==> src/rtl/wstk_pkg.sv <==
package wstk_pkg;

   typedef enum logic [1:0] {
      OP_NONE = 2'd0,
      OP_PUSH = 2'd1,
      OP_POP  = 2'd2
   } stk_op_e;

   // push wins over pop when both are requested
   function automatic stk_op_e resolve_op(input logic push, input logic pop);
      if (push)     return OP_PUSH;
      else if (pop) return OP_POP;
      else          return OP_NONE;
   endfunction

endpackage

==> src/rtl/wstk_ptr.sv <==
module wstk_ptr
   import wstk_pkg::*;
#(
   parameter int DEPTH = 6,
   parameter int PW    = $clog2(DEPTH + 1)
) (
   input  logic          clk,
   input  logic          rst_n,
   input  stk_op_e       op,
   output logic [PW-1:0] ptr_q,
   output logic [PW-1:0] acc_idx,
   output logic          wr_en,
   output logic          rd_en,
   output logic          ovf_q,
   output logic          unf_q
);

   localparam logic [PW-1:0] TOP  = PW'(DEPTH);
   localparam logic [PW-1:0] LAST = PW'(DEPTH - 1);
   localparam logic [PW-1:0] ONE  = PW'(1);

   generate
      if (DEPTH < 2) begin : g_bad_depth
         $error("wstk_ptr: DEPTH must be at least 2");
      end
      if (PW < $clog2(DEPTH + 1)) begin : g_bad_pw
         $error("wstk_ptr: PW too narrow for DEPTH");
      end
   endgenerate

   logic [PW-1:0] ptr_d;
   logic          ovf_d, unf_d;

   always_comb begin
      ptr_d   = ptr_q;
      acc_idx = ptr_q;
      wr_en   = 1'b0;
      rd_en   = 1'b0;
      ovf_d   = 1'b0;
      unf_d   = 1'b0;
      unique case (op)
         OP_PUSH: begin
            wr_en = 1'b1;
            if (ptr_q >= TOP) begin
               acc_idx = '0;
               ovf_d   = 1'b1;
            end
            ptr_d = acc_idx + ONE;
         end
         OP_POP: begin
            rd_en = 1'b1;
            if (ptr_q == '0) begin
               acc_idx = LAST;
               unf_d   = 1'b1;
            end else begin
               acc_idx = ptr_q - ONE;
            end
            ptr_d = acc_idx;
         end
         default: ;
      endcase
   end

   always_ff @(posedge clk or negedge rst_n) begin
      if (!rst_n) begin
         ptr_q <= '0;
         ovf_q <= 1'b0;
         unf_q <= 1'b0;
      end else begin
         ptr_q <= ptr_d;
         ovf_q <= ovf_d;
         unf_q <= unf_d;
      end
   end

   // pointer never leaves 0..DEPTH
   p_ptr_range_r2: assert property (@(posedge clk) disable iff (!rst_n)
      ptr_q <= TOP);

   // ordinary push steps the pointer up by one
   p_push_step_r2: assert property (@(posedge clk) disable iff (!rst_n)
      (op == OP_PUSH && ptr_q < TOP) |=> (ptr_q == $past(ptr_q) + ONE) && !ovf_q);

   // full push restarts at entry 0
   p_no_overflow_r3: assert property (@(posedge clk) disable iff (!rst_n)
      (op == OP_PUSH && ptr_q == TOP) |=> (ptr_q == ONE) && ovf_q);

   // ordinary pop steps the pointer down by one
   p_pop_step_r4: assert property (@(posedge clk) disable iff (!rst_n)
      (op == OP_POP && ptr_q != '0) |=> (ptr_q == $past(ptr_q) - ONE) && !unf_q);

   // empty pop wraps to the top entry
   p_underflow_wrap_r5: assert property (@(posedge clk) disable iff (!rst_n)
      (op == OP_POP && ptr_q == '0) |=> (ptr_q == LAST) && unf_q);

   // idle holds the pointer and keeps flags low
   p_idle_hold_r7: assert property (@(posedge clk) disable iff (!rst_n)
      (op == OP_NONE) |=> $stable(ptr_q) && !ovf_q && !unf_q);

   // flags are exclusive
   p_flags_excl_r8: assert property (@(posedge clk) disable iff (!rst_n)
      !(ovf_q && unf_q));

endmodule

==> src/rtl/wstk_mem.sv <==
module wstk_mem #(
   parameter int DEPTH = 6,
   parameter int WIDTH = 16,
   parameter int PW    = $clog2(DEPTH + 1)
) (
   input  logic             clk,
   input  logic             rst_n,
   input  logic             wr_en,
   input  logic             rd_en,
   input  logic [PW-1:0]    idx,
   input  logic [WIDTH-1:0] wdata,
   output logic [WIDTH-1:0] rdata_q
);

   generate
      if (WIDTH < 1) begin : g_bad_width
         $error("wstk_mem: WIDTH must be positive");
      end
   endgenerate

   logic [WIDTH-1:0] ent [DEPTH];

   // one write-enabled register per entry
   for (genvar g = 0; g < DEPTH; g++) begin : g_entry
      always_ff @(posedge clk) begin
         if (wr_en && idx == PW'(g)) ent[g] <= wdata;
      end
   end

   always_ff @(posedge clk or negedge rst_n) begin
      if (!rst_n)     rdata_q <= '0;
      else if (rd_en) rdata_q <= ent[idx];
   end

   // read data moves only on a pop
   p_rdata_hold_r7: assert property (@(posedge clk) disable iff (!rst_n)
      !rd_en |=> $stable(rdata_q));

   // read and write never in one cycle
   p_rw_excl_r6: assert property (@(posedge clk) disable iff (!rst_n)
      !(rd_en && wr_en));

endmodule

==> src/rtl/wret_stack.sv <==
module wret_stack
   import wstk_pkg::*;
#(
   parameter int DEPTH = 6,
   parameter int WIDTH = 16,
   localparam int PW   = $clog2(DEPTH + 1)
) (
   input  logic             clk,
   input  logic             rst_n,
   input  logic             push_i,
   input  logic             pop_i,
   input  logic [WIDTH-1:0] push_data_i,
   output logic [WIDTH-1:0] pop_data_o,
   output logic [PW-1:0]    sp_o,
   output logic             ovf_o,
   output logic             unf_o
);

   stk_op_e       op;
   logic [PW-1:0] acc_idx;
   logic          wr_en, rd_en;

   assign op = resolve_op(push_i, pop_i);

   wstk_ptr #(.DEPTH(DEPTH), .PW(PW)) u_ptr (
      .clk     (clk),
      .rst_n   (rst_n),
      .op      (op),
      .ptr_q   (sp_o),
      .acc_idx (acc_idx),
      .wr_en   (wr_en),
      .rd_en   (rd_en),
      .ovf_q   (ovf_o),
      .unf_q   (unf_o)
   );

   wstk_mem #(.DEPTH(DEPTH), .WIDTH(WIDTH), .PW(PW)) u_mem (
      .clk     (clk),
      .rst_n   (rst_n),
      .wr_en   (wr_en),
      .rd_en   (rd_en),
      .idx     (acc_idx),
      .wdata   (push_data_i),
      .rdata_q (pop_data_o)
   );

   // a simultaneous pop is dropped
   p_push_wins_r6: assert property (@(posedge clk) disable iff (!rst_n)
      (push_i && pop_i) |=> $stable(pop_data_o) && !unf_o);

endmodule

==> config.mk <==
export PLATFORM = sky130hd
export DESIGN_NAME = wret_stack
export DESIGN_NICKNAME = d
export VERILOG_FILES = /design/src/rtl/wstk_pkg.sv /design/src/rtl/wstk_ptr.sv /design/src/rtl/wstk_mem.sv /design/src/rtl/wret_stack.sv
export SDC_FILE = /design/constraint.sdc
export NUM_CORES = 1
export LEC_CHECK = 0
export ABC_AREA = 1
export BUFFER_PORTS_ARGS = -buffer_cell sky130_fd_sc_hd__buf_4
export CELL_PAD_IN_SITES_DETAIL_PLACEMENT = 0
export CELL_PAD_IN_SITES_GLOBAL_PLACEMENT = 1
export CORE_MARGIN = 8
export CORE_UTILIZATION = 30
export CTS_CLUSTER_DIAMETER = 60
export DETAILED_ROUTE_END_ITERATION = 7
export PLACE_DENSITY = 0.61
export SLEW_MARGIN = 20
export SYNTH_ARGS = -nofsm -noshare
export SYNTH_HDL_FRONTEND = slang
export SYNTH_SLANG_ARGS = --single-unit
export TNS_END_PERCENT = 10
==> constraint.sdc <==
create_clock -name clk -period 3.7 [get_ports clk]
set_input_delay 0.185 -clock clk [delete_from_list [all_inputs] [get_ports clk]]
set_output_delay 0.185 -clock clk [all_outputs]
set_load 0.01 [all_outputs]
==> reports/metrics.csv <==
metric,value,unit
outcome,completed,
die width,145,um
Final Setup Violations,0,
die area,20900,um^2
antenna fix cells,0,
Sink Count,117,
Max IR drop VDD,0.000367,V
initial drt markers,299,
synthesized flop and latch total,117,
Setup Total Neg Slack,0,ps
clock skew,13.8,ps
# nets final,552,
Max Clk Rate,0.360,GHz
WL per Instance,15.8,um
Synth Area in Simple Gates,23.0,%
residual DRC count,0,
Synth Instances,471,
main flop type after synthesis,edfxtp_1,
synth top area cells,"edfxtp_1, nand2_1, dfrtp_1, nand3_1, inv_1",
max-slew violations,0,
Crit. End Element,register,
Starting Density,30.3,%
most frequent cell after synthesis,nand2_1,
Post-DP HPWL,8220,um
worst slew pin tran,575,ps
Reg2Reg Setup Slack,920,ps
core footprint,16400,um^2
max cap viols,0,
placed insts,717,
CTS tree,done,
CP arrival,2890,ps
Root Driver,clkbuf_16,
number of global-route vias before repair,3267,
critical path required time,3810,ps
first-pass GRT wire length,18800,um
total CTS buffers,17,
# H-tree levels,4,
fin crit period,2780,ps
cell area after synthesis,4960,um^2
Routed WL,12100,um
"CTS clk-pin slew, worst paths",50,ps
Final Util,37.6,%
row count,47,
Max clock buf depth,2,
post-route clock period utilization,75.1,%
number of synthesized flops with an enable pin,96,
CP endpoint,u_mem.ent[1][10]$_DFFE_PP_,
all-layer global routing usage,12.4,%
Compound-Gate Fraction of Synth Area,1.46,%
unrepaired setup endpoints after global routing,no,
antenna-violating nets left,0,
Synth Area in XOR/XNOR,0,%
Yosys cell types,24,
sequential cell area fraction in the yosys report,68.6,%
# Post-CTS Setup Buffers,0,
slew margin rel.,61.5,%
Synth Net Count,492,
Finished Cell Area,6180,um^2
FF-to-FF End,u_mem.ent[1][10]$_DFFE_PP_,
Post-Synth Adder-Cell Area,0.252,%
Via density,4.41,
Worst R2R Start,u_ptr.ptr_q[1]$_DFFE_PN0N_,
Synth async-reset ratio,17.9,%
HP Class,in -> reg,
LEAKAGE,2.70,nW
Synth area leader,edfxtp_1,
mux contribution to synthesized area,0,%
final hold violations,0,
synth cell count leaders,"nand2_1, edfxtp_1, inv_1",
crit path launch type,register,
Worst Hold Depth,1,
"Warnings, synthesis",0,
Worst-Skew Late Latency,420,ps
PortBufs,40,
"Max FO, Critical Path",21,
post-cts sizing count,0,
syn_area_per_cell,10.5,um^2
vias post-DR,3367,
number of I/O pins,41,
Placer Congestion,0.824,
pwr dens,748,nW/um^2
synth-to-layout area growth,24.4,%
largest net degree at the start of global routing,49,
Placed Area,5450,um^2
grt ovf,0,
Hold Crit Start,push_data_i[2],
TritonRoute pass-1 iters,6,
layout cell share with drive strength beyond 1,16.4,%
final std cells w/o fill,764,
hold buffers post-CTS,12,
total power,4.62,mW
Critical path origin,u_ptr.ptr_q[1]$_DFFE_PN0N_,
main combinational cell family by area after synthesis,simple AND/OR/NAND/NOR gates,
Crit Path Class,reg -> reg,
top cell type's share of synthesized area,58.1,%
Worst R2R Path Depth,7,
die height,145,um
initial antenna violation count,0,
sequential cells by signal (all words and copies together), names as in the netlist:
| register | cells |
|---|---|
| u_mem.ent | 96 |
| u_ptr.ovf_q | 1 |
| u_ptr.ptr_q | 3 |
| u_ptr.unf_q | 1 |
| u_mem.rdata_q | 16 |
through the flow:
| step | setup slack [ps] | hold slack (ps) |
|---|---|---|
| final | 922 | 14.5 |
| after CTS | 897 | 1.33 |
| after global placement | 791 | 83.2 |
| after global routing | 632 | 3.13 |
| after floorplan | 1310 | -111 |
| after detailed placement | 702 | 89.7 |
area by class of cell:
type	count	area [um^2]
inverters	46	175
flip-flops and latches	117	3410
repair buffers	64	518
multi-input cells	285	1230
well taps	220	275
fillers	1604	10200
clock inverters	12	136
clock buffers	20	437
report_power, final:
group          internal, mW  switching, mW  total [mW]
Sequential             1.68          0.115        1.79
Clock                  1.04          0.542        1.59
Combinational         0.414          0.830        1.24
Total                  3.13           1.49        4.62
cells in the final DEF, fill, tap and decap left out:
cell type	n
nand2_2	5
clkbuf_16	17
nand3b_1	1
inv_4	1
nand4_1	20
clkbuf_1	3
ha_1	1
inv_2	5
nor2_2	1
nand2_4	1
a22oi_1	1
bufinv_16	3
edfxtp_1	96
o21ai_1	10
nand3_2	1
nand3_1	37
dlygate4sd3_1	15
clkinv_1	3
buf_4	49
nor2_1	10
clkinv_2	4
a21oi_1	1
dfrtp_1	21
clkinvlp_4	2
inv_1	40
nand2_1	194
o21ai_0	2
cell families (layout without fill, tap and decap cells):
| family | count (synthesis) | count (layout) |
|---|---|---|
| flops | 117 | 117 |
| simple gates | 270 | 270 |
| buf+inv | 69 | 142 |
| fa+ha+maj | 1 | 1 |
| compound gates | 14 | 14 |
worst max-delay path, stage by stage, from the launching register on:
cell and delay, ps:
dfrtp_1 520, nand3_1 190, nand3_2 330, nand2_2 350
inv_2 230, nand2_1 90, nor2_1 470, buf_4 300
worst min path at each step:
stage | slack, ps | end
after CTS | 1 | u_mem.ent[4][5]$_DFFE_PP_
final | 10 | u_mem.ent[5][2]$_DFFE_PP_
after detailed placement | 90 | u_mem.rdata_q[9]$_DFFE_PN0P_
after global placement | 80 | u_mem.rdata_q[12]$_DFFE_PN0P_
after global routing | 3 | u_mem.ent[1][2]$_DFFE_PP_
after floorplan | -110 | u_mem.rdata_q[0]$_DFFE_PN0P_
routing by layer:
layer | GRT usage [%] | wire [um] | vias up
met2 | 17.3 | 5280 | 80
met4 | 4.27 | 107 | 0
met3 | 4.26 | 705 | 10
met5 | 0 | 0 | -
li1 | - | - | 1670
met1 | 17.5 | 5970 | 1607
Note: power is estimated with default switching activity, not from simulation.
